**src/rtl/hpt_pkg.sv**
```systemverilog
package hpt_pkg;
  typedef enum logic [2:0] {
    W_IDLE,
    W_TAG,
    W_DATA,
    W_UPD,
    W_FIN
  } walk_st_e;

  localparam int unsigned PTE_W       = 32;
  localparam int unsigned ENTRY_BYTES = 8;
  localparam int unsigned WORD_BYTES  = 4;
  localparam int unsigned V_BIT       = 31;
  localparam int unsigned H_BIT       = 6;
  localparam int unsigned REF_BIT     = 8;
  localparam int unsigned CHG_BIT     = 7;
  localparam int unsigned PAGE_BITS   = 12;
  localparam int unsigned SEG_BITS    = 4;
  localparam int unsigned API_SHIFT   = 10;
endpackage

```
**src/rtl/hpt_hash.sv**
```systemverilog
module hpt_hash
  import hpt_pkg::*;
#(
  parameter int unsigned VSID_W    = 24,
  parameter int unsigned EA_W      = 32,
  parameter int unsigned HASH_W    = 19,
  parameter int unsigned ADDR_W    = 32,
  parameter int unsigned GRP_SHIFT = 6,
  localparam int unsigned PIDX_W   = EA_W - SEG_BITS - PAGE_BITS,
  localparam int unsigned API_W    = PIDX_W - API_SHIFT,
  localparam int unsigned CMP_W    = VSID_W + API_W + 1
) (
  input  logic [VSID_W-1:0] vsid_i,
  input  logic [EA_W-1:0]   ea_i,
  input  logic [ADDR_W-1:0] mask_i,
  output logic [CMP_W-1:0]  cmp_o,
  output logic [ADDR_W-1:0] prim_off_o,
  output logic [ADDR_W-1:0] sec_off_o
);
  logic [PIDX_W-1:0] pidx;
  logic [API_W-1:0]  api;
  logic [HASH_W-1:0] hash, hash_n;

  always_comb begin
    pidx   = ea_i[EA_W-SEG_BITS-1:PAGE_BITS];
    api    = pidx[PIDX_W-1:API_SHIFT];
    cmp_o  = {vsid_i, 1'b0, api};
    hash   = vsid_i[HASH_W-1:0] ^ HASH_W'(pidx);
    hash_n = ~hash;
    prim_off_o = (ADDR_W'(hash)   << GRP_SHIFT) & mask_i;
    sec_off_o  = (ADDR_W'(hash_n) << GRP_SHIFT) & mask_i;
  end
endmodule

```
**src/rtl/hpt_match.sv**
```systemverilog
module hpt_match
  import hpt_pkg::*;
#(
  parameter int unsigned CMP_W = 31
) (
  input  logic [PTE_W-1:0] tag_i,
  input  logic [CMP_W-1:0] cmp_i,
  input  logic             sec_i,
  output logic             hit_o
);
  logic [CMP_W-1:0] body;

  always_comb begin
    body        = tag_i[CMP_W-1:0];
    body[H_BIT] = 1'b0;
    hit_o = tag_i[V_BIT] && (tag_i[H_BIT] == sec_i) && (body == cmp_i);
  end
endmodule

```
**src/rtl/hpt_walk_ctrl.sv**
```systemverilog
module hpt_walk_ctrl
  import hpt_pkg::*;
#(
  parameter int unsigned EA_W    = 32,
  parameter int unsigned ADDR_W  = 32,
  parameter int unsigned CMP_W   = 31,
  parameter int unsigned ENTRIES = 8,
  localparam int unsigned IDX_W  = $clog2(ENTRIES),
  localparam logic [IDX_W-1:0] LAST_IDX = IDX_W'(ENTRIES - 1)
) (
  input  logic              clk_i,
  input  logic              rst_ni,
  input  logic              req_valid_i,
  input  logic [EA_W-1:0]   req_ea_i,
  input  logic              req_store_i,
  input  logic [CMP_W-1:0]  cmp_i,
  input  logic [ADDR_W-1:0] prim_off_i,
  input  logic [ADDR_W-1:0] sec_off_i,
  input  logic [ADDR_W-1:0] tbl_base_i,
  input  logic              match_i,
  output logic [CMP_W-1:0]  cmp_o,
  output logic              sec_o,
  output logic              busy_o,
  output logic              done_o,
  output logic              hit_o,
  output logic [ADDR_W-1:0] pte_off_o,
  output logic [PTE_W-1:0]  pte_word_o,
  output logic [EA_W-1:0]   real_addr_o,
  output logic              wr_allow_o,
  output logic              mem_req_o,
  output logic              mem_we_o,
  output logic [ADDR_W-1:0] mem_addr_o,
  output logic [PTE_W-1:0]  mem_wdata_o,
  input  logic [PTE_W-1:0]  mem_rdata_i,
  input  logic              mem_ack_i
);
  walk_st_e          st_q;
  logic [EA_W-1:0]   ea_q;
  logic              store_q;
  logic [CMP_W-1:0]  cmp_q;
  logic [ADDR_W-1:0] prim_q, sec_off_q, off_q;
  logic              sec_q;
  logic [IDX_W-1:0]  idx_q;
  logic              hit_q, wr_allow_q;
  logic [PTE_W-1:0]  pte_q;
  logic [EA_W-1:0]   real_q;

  logic [ADDR_W-1:0] grp_off, entry_off;
  logic [PTE_W-1:0]  upd_word;

  always_comb begin
    grp_off   = sec_q ? sec_off_q : prim_q;
    entry_off = grp_off + (ADDR_W'(idx_q) << $clog2(ENTRY_BYTES));
    upd_word  = mem_rdata_i | (PTE_W'(1) << REF_BIT);
    if (store_q) upd_word = upd_word | (PTE_W'(1) << CHG_BIT);
  end

  always_ff @(posedge clk_i or negedge rst_ni) begin
    if (!rst_ni) begin
      st_q       <= W_IDLE;
      ea_q       <= '0;
      store_q    <= 1'b0;
      cmp_q      <= '0;
      prim_q     <= '0;
      sec_off_q  <= '0;
      off_q      <= '0;
      sec_q      <= 1'b0;
      idx_q      <= '0;
      hit_q      <= 1'b0;
      wr_allow_q <= 1'b0;
      pte_q      <= '0;
      real_q     <= '0;
    end else begin
      unique case (st_q)
        W_IDLE: if (req_valid_i) begin
          ea_q       <= req_ea_i;
          store_q    <= req_store_i;
          cmp_q      <= cmp_i;
          prim_q     <= prim_off_i;
          sec_off_q  <= sec_off_i;
          sec_q      <= 1'b0;
          idx_q      <= '0;
          hit_q      <= 1'b0;
          wr_allow_q <= 1'b0;
          st_q       <= W_TAG;
        end
        W_TAG: if (mem_ack_i) begin
          if (match_i) begin
            st_q <= W_DATA;
          end else if (idx_q == LAST_IDX) begin
            idx_q <= '0;
            if (sec_q) st_q <= W_FIN;
            else       sec_q <= 1'b1;
          end else begin
            idx_q <= idx_q + 1'b1;
          end
        end
        W_DATA: if (mem_ack_i) begin
          pte_q      <= upd_word;
          real_q     <= {mem_rdata_i[PTE_W-1:PAGE_BITS], ea_q[PAGE_BITS-1:0]};
          hit_q      <= 1'b1;
          wr_allow_q <= store_q;
          off_q      <= entry_off;
          st_q       <= (upd_word != mem_rdata_i) ? W_UPD : W_FIN;
        end
        W_UPD: if (mem_ack_i) st_q <= W_FIN;
        W_FIN: st_q <= W_IDLE;
        default: st_q <= W_IDLE;
      endcase
    end
  end

  always_comb begin
    mem_req_o   = (st_q == W_TAG) || (st_q == W_DATA) || (st_q == W_UPD);
    mem_we_o    = (st_q == W_UPD);
    mem_addr_o  = tbl_base_i + entry_off + ((st_q == W_TAG) ? ADDR_W'(0) : ADDR_W'(WORD_BYTES));
    mem_wdata_o = pte_q;
    busy_o      = (st_q != W_IDLE) && (st_q != W_FIN);
    done_o      = (st_q == W_FIN);
    hit_o       = hit_q;
    wr_allow_o  = wr_allow_q;
    pte_off_o   = off_q;
    pte_word_o  = pte_q;
    real_addr_o = real_q;
    cmp_o       = cmp_q;
    sec_o       = sec_q;
  end

  a_r1_idle_quiet: assert property (@(posedge clk_i) disable iff (!rst_ni)
    !busy_o |-> !mem_req_o);
  a_r11_req_held: assert property (@(posedge clk_i) disable iff (!rst_ni)
    mem_req_o && !mem_ack_i |=> mem_req_o && $stable(mem_addr_o) && $stable(mem_we_o));
  a_r7_wb_second_word: assert property (@(posedge clk_i) disable iff (!rst_ni)
    mem_req_o && mem_we_o |-> mem_wdata_o[REF_BIT] && (mem_addr_o[2:0] == 3'd4));
  a_r8_allow_needs_hit: assert property (@(posedge clk_i) disable iff (!rst_ni)
    wr_allow_o |-> hit_o);
  a_r6_done_pulse: assert property (@(posedge clk_i) disable iff (!rst_ni)
    done_o |=> !done_o && !busy_o);
  a_r5_pass_after_full: assert property (@(posedge clk_i) disable iff (!rst_ni)
    $rose(sec_q) |-> $past(idx_q) == LAST_IDX);
endmodule

```
**src/rtl/hpt_search.sv**
```systemverilog
module hpt_search
  import hpt_pkg::*;
#(
  parameter int unsigned VSID_W  = 24,
  parameter int unsigned EA_W    = 32,
  parameter int unsigned HASH_W  = 19,
  parameter int unsigned ADDR_W  = 32,
  parameter int unsigned ENTRIES = 8,
  localparam int unsigned GRP_SHIFT = $clog2(ENTRIES * ENTRY_BYTES),
  localparam int unsigned CMP_W  = VSID_W + (EA_W - SEG_BITS - PAGE_BITS - API_SHIFT) + 1
) (
  input  logic              clk_i,
  input  logic              rst_ni,
  input  logic              req_valid_i,
  input  logic [VSID_W-1:0] req_vsid_i,
  input  logic [EA_W-1:0]   req_ea_i,
  input  logic              req_store_i,
  input  logic [ADDR_W-1:0] tbl_base_i,
  input  logic [ADDR_W-1:0] tbl_mask_i,
  output logic              busy_o,
  output logic              done_o,
  output logic              hit_o,
  output logic [ADDR_W-1:0] pte_off_o,
  output logic [PTE_W-1:0]  pte_word_o,
  output logic [EA_W-1:0]   real_addr_o,
  output logic              wr_allow_o,
  output logic              mem_req_o,
  output logic              mem_we_o,
  output logic [ADDR_W-1:0] mem_addr_o,
  output logic [PTE_W-1:0]  mem_wdata_o,
  input  logic [PTE_W-1:0]  mem_rdata_i,
  input  logic              mem_ack_i
);
  logic [CMP_W-1:0]  cmp_new, cmp_cur;
  logic [ADDR_W-1:0] prim_off, sec_off;
  logic              sec_cur, tag_hit;

  hpt_hash #(
    .VSID_W(VSID_W), .EA_W(EA_W), .HASH_W(HASH_W),
    .ADDR_W(ADDR_W), .GRP_SHIFT(GRP_SHIFT)
  ) u_hash (
    .vsid_i(req_vsid_i), .ea_i(req_ea_i), .mask_i(tbl_mask_i),
    .cmp_o(cmp_new), .prim_off_o(prim_off), .sec_off_o(sec_off)
  );

  hpt_match #(.CMP_W(CMP_W)) u_match (
    .tag_i(mem_rdata_i), .cmp_i(cmp_cur), .sec_i(sec_cur), .hit_o(tag_hit)
  );

  hpt_walk_ctrl #(
    .EA_W(EA_W), .ADDR_W(ADDR_W), .CMP_W(CMP_W), .ENTRIES(ENTRIES)
  ) u_ctrl (
    .clk_i(clk_i), .rst_ni(rst_ni),
    .req_valid_i(req_valid_i), .req_ea_i(req_ea_i), .req_store_i(req_store_i),
    .cmp_i(cmp_new), .prim_off_i(prim_off), .sec_off_i(sec_off),
    .tbl_base_i(tbl_base_i), .match_i(tag_hit),
    .cmp_o(cmp_cur), .sec_o(sec_cur),
    .busy_o(busy_o), .done_o(done_o), .hit_o(hit_o),
    .pte_off_o(pte_off_o), .pte_word_o(pte_word_o), .real_addr_o(real_addr_o),
    .wr_allow_o(wr_allow_o),
    .mem_req_o(mem_req_o), .mem_we_o(mem_we_o), .mem_addr_o(mem_addr_o),
    .mem_wdata_o(mem_wdata_o), .mem_rdata_i(mem_rdata_i), .mem_ack_i(mem_ack_i)
  );
endmodule

```
**config.mk**
```make
export PLATFORM = sky130hd
export DESIGN_NAME = hpt_search
export DESIGN_NICKNAME = d
export VERILOG_FILES = /design/src/rtl/hpt_pkg.sv /design/src/rtl/hpt_hash.sv /design/src/rtl/hpt_match.sv /design/src/rtl/hpt_walk_ctrl.sv /design/src/rtl/hpt_search.sv
export SDC_FILE = /design/constraint.sdc
export NUM_CORES = 1
export LEC_CHECK = 0
export BUFFER_PORTS_ARGS = -buffer_cell sky130_fd_sc_hd__buf_2
export CORE_MARGIN = 1.5
export CORE_UTILIZATION = 54
export DETAILED_ROUTE_END_ITERATION = 10
export PLACE_DENSITY = 0.86
export SLEW_MARGIN = 20
export SYNTH_ARGS = -nofsm -noshare
export SYNTH_HDL_FRONTEND = slang
export SYNTH_SLANG_ARGS = --single-unit
```
**constraint.sdc**
```tcl
create_clock -name clk_i -period 8 [get_ports clk_i]
set_clock_uncertainty 0.15 [all_clocks]
set_input_delay 0.4 -clock clk_i [delete_from_list [all_inputs] [get_ports clk_i]]
set_output_delay 0.4 -clock clk_i [all_outputs]
set_load 0.01 [all_outputs]
```
==> impl_metrics.toml <==
[die]
die_h_um = 130.9
pin_count = 323
die_area_um2 = 17140
start_util_pct = 55.42
chipWidth_um = 130.9
placeableCoreArea_um2 = 15940
rows = 46

[power]
p_int_mw = 2.045
p_per_area_nw_per_um2 = 296.9
power_frac_comb_pct = 37.9
p_seq_share_pct = 34.2
power.share.clock_pct = 28.0
swShare_pct = 35.43
ir_drop_mv = 0.1439
p_sw_mw = 1.122
leakagePower_nw = 5.752

[global_routing]
antenna_found_initial = 1
gr-max-usage-layer = "met2"
grt_pass1_wl_um = 34480
grt_overflow = 0
grt_pass1_vias = 6759
grt_max_degree = 83
grt_util_met2_pct = 46.38
grt_use_met3_pct = 5.171
grtUsageMet1_pct = 32.94
grt_usage_pct = 26.67

[yosys]
synth_cell_types = 62
ys_seq_area_share_pct = 44.19
netlist_area_um2 = 8835
synthArstFlopShare_pct = 100.0
ys_warn_count = 0
synthFlopType = "dfrtp_1"
ys_seq_elements = 156
syn_area_per_cell_um2 = 10.61
synth_cells = 833
synth_edf_count = 0

[timing]
tns_ps = 0
timing.fmax_mhz = 225.1
holdWs_ps = 47.88
finalCriticalPeriod_ps = 4443
hold_viol = 0
tightestPinTransition_ps = 1132
final-max-slew-violation-count = 0
setup_ws_ps = 3557
rsz0062_at_grt = "false"
relSlewSlack_pct = 24.54
timing.final.crit_share_pct = 55.54
setup_viol = 0

[place]
hpwlAfterDp_um = 17180
placed_area_um2 = 10000
gp_congestion = 0.8545
port_buffers = 291
preCtsSetupSlack_ps = 4034

[worst_setup_path]
critPathLaunch = "u_ctrl.sec_o"
arrival_ps = 3890
critPathLaunchType = "flip-flop"
crit_family = "compound AO/OA/AOI/OAI gates"
crit_required_ps = 7450
cp_slowest_cell = "dfrtp_1"
worst_path_largest_cell_delay_ps = 1030
cp-end-kind = "output pin"
cp_cell_sequence = "mux2_2 -> ha_1 -> a21oi_1 -> o21ai_0 -> a221oi_2 -> nand2_1 -> a211oi_1 -> buf_2"
rr_startpoint = "u_ctrl.st_q[0]"
critPathMaxFanout = 23
worstSetupPathType = "flip-flop to output pin"
worst-path-buf-inv = 1

[clock_network]
cts.sinks = 156
clk_latency_ps = 430
htreeDepth = 4
tritoncts = "done"
clockRootBuffer = "clkbuf_16"
ctsResizeCount = 0
clock_path_buffers = 2
path_clk_slew_ps = 70
numCtsBuffers = 17

[final_layout]
drive_gt1_share_pct = 43.36
area_growth_pct = 20.73
fin_area_um2 = 10670
layout.nets = 1240

[detailed_routing]
wl_um = 22800
wl_per_cell_um = 17.72
drt-vias-per-instance = 5.415
dr.first_iter.drc_count = 358
ant_nets = 0
drc = 0
vias = 6969
first_pass_iters = 5

[outcome]
status = "finished clean"

[hold_path]
hp-start = "req_vsid_i[23]"
min_path_type = "input pin to flip-flop"

[job]
drv_cap = 0
[what timing repair did]
action	CTS	global route
buffers inserted	0	0
hold buffers	1	0
hold endpoints to repair	81	0
[sequential cells by signal, summed over array words and instances, names as in the netlist]
register / cells
u_ctrl.st_q: 3
u_ctrl.sec_o: 1
u_ctrl.store_q: 1
u_ctrl.hit_o: 1
u_ctrl.sec_off_q: 19
u_ctrl.idx_q: 3
u_ctrl.ea_q: 12
u_ctrl.mem_wdata_o: 12
u_ctrl.wr_allow_o: 1
u_ctrl.real_addr_o: 32
u_ctrl.prim_q: 19
u_ctrl.pte_off_o: 22
u_ctrl.cmp_o: 30
[through the flow]
step,power [mW],utilization [%],cells
2_1_floorplan,1.893,-,842
3_3_place_gp,2.232,62.74,1253
3_5_place_dp,2.277,62.74,1253
4_1_cts,3.171,66.89,1286
5_1_grt,3.354,66.90,1287
6_report,3.167,66.90,1287
[placed cells by master, fill, tap and decap left out, types with 3 or more instances in the layout]
cell type,n
buf_2,290
dfrtp_1,156
mux2_2,127
nand2_1,91
xor2_1,43
o21ai_0,39
a21oi_1,35
inv_1,28
ha_1,25
xnor2_1,24
nor2_1,18
o31ai_1,17
clkbuf_16,17
nand4_1,16
a21o_1,11
conb_1,10
nor3_1,9
nand3_1,9
nand2b_1,7
nor4_1,6
nand3b_1,5
nor2b_1,5
clkinv_4,5
and2_1,4
a211o_1,4
bufinv_16,4
o211ai_1,3
a211oi_1,3
o2111ai_1,3
a22o_1,3
clkbuf_8,3
buf_4,3
[path summary, 6_finish.rpt]
| kind | endpoint | slack, ps | cells after the start |
|---|---|---|---|
| worst max-delay path | mem_addr_o[25] | 3560 | 8 |
| worst min register to register | u_ctrl.prim_q[21] | 330 | 2 |
| min in group asynchronous | u_ctrl.cmp_o[30] | 410 | 2 |
| worst max register to register | u_ctrl.ea_q[3] | 5310 | 5 |
| worst min-delay path | u_ctrl.cmp_o[30] | 50 | 2 |
| max in group asynchronous | u_ctrl.pte_off_o[22] | 5810 | 3 |
[layer usage]
layer | part of all wire [%] | vias to the layer above
met5 | 0 | -
met3 | 5.2 | 45
met2 | 51 | 256
met1 | 42 | 3365
li1 | - | 3303
met4 | 2.3 | 0
[area by class of cell]
type                    count  area [µm²]
diodes                      1       2.502
clock buffers              20       466.7
clock inverters            12       185.2
fillers                  1196        5276
inverters                  28       105.1
multi-input cells         559        4238
flip-flops and latches    156        3904
well taps                 216       270.3
repair buffers            295        1495
[worst register-to-register path, stage by stage (launching register included)]
cell,delay (ps)
dfrtp_1,500
nor2_1,160
nand3b_1,110
buf_4,400
buf_4,770
mux2_2,480
[synth_stat cells, types with 3 or more instances]
cell         n  area share (%)
nand3_1      9            0.51
nor2_1      18            0.76
dfrtp_1    156              44
o2111ai_1    3            0.30
xor2_1      43             4.3
and2_1       4            0.28
nand4_1     16             1.1
xnor2_1     24             2.4
o211ai_1     3            0.25
o31ai_1     17             1.4
nand3b_1     5            0.42
ha_1        25             3.5
a211o_1      4            0.40
mux2_2     127              16
buf_2       11            0.62
a21o_1      11            0.93
nor2b_1      5            0.35
nand2_1     91             3.9
inv_1       28             1.2
buf_4       64             5.4
clkbuf_1    22            0.93
nand2b_1     7            0.50
a211oi_1     3            0.25
a21oi_1     35             2.0
o21ai_0     39             2.2
a22o_1       3            0.30
nor3_1       9            0.51
nor4_1       6            0.42
[power groups by stage]
stage | clock, mW | combinational [mW] | sequential (mW)
2_1_floorplan | 0 | 0.858 | 1.03
3_3_place_gp | 0 | 1.15 | 1.08
3_5_place_dp | 0 | 1.19 | 1.09
4_1_cts | 0.895 | 1.20 | 1.08
5_1_grt | 0.929 | 1.32 | 1.10
6_report | 0.886 | 1.20 | 1.08
[kinds of logic after synthesis]
kind of cell             after synthesis  synth area share [%]
AND/OR/NAND/NOR                      188                 10.42
AO/OA/AOI/OAI                        140                 10.37
flip-flops                           156                 44.19
adder cells (fa/ha/maj)               26                 3.767
other                                  1               0.04245
XOR/XNOR                              67                 6.642
multiplexers                         128                 16.30
buffers and inverters                127                 8.271
Power figures use the tool's default switching activity.
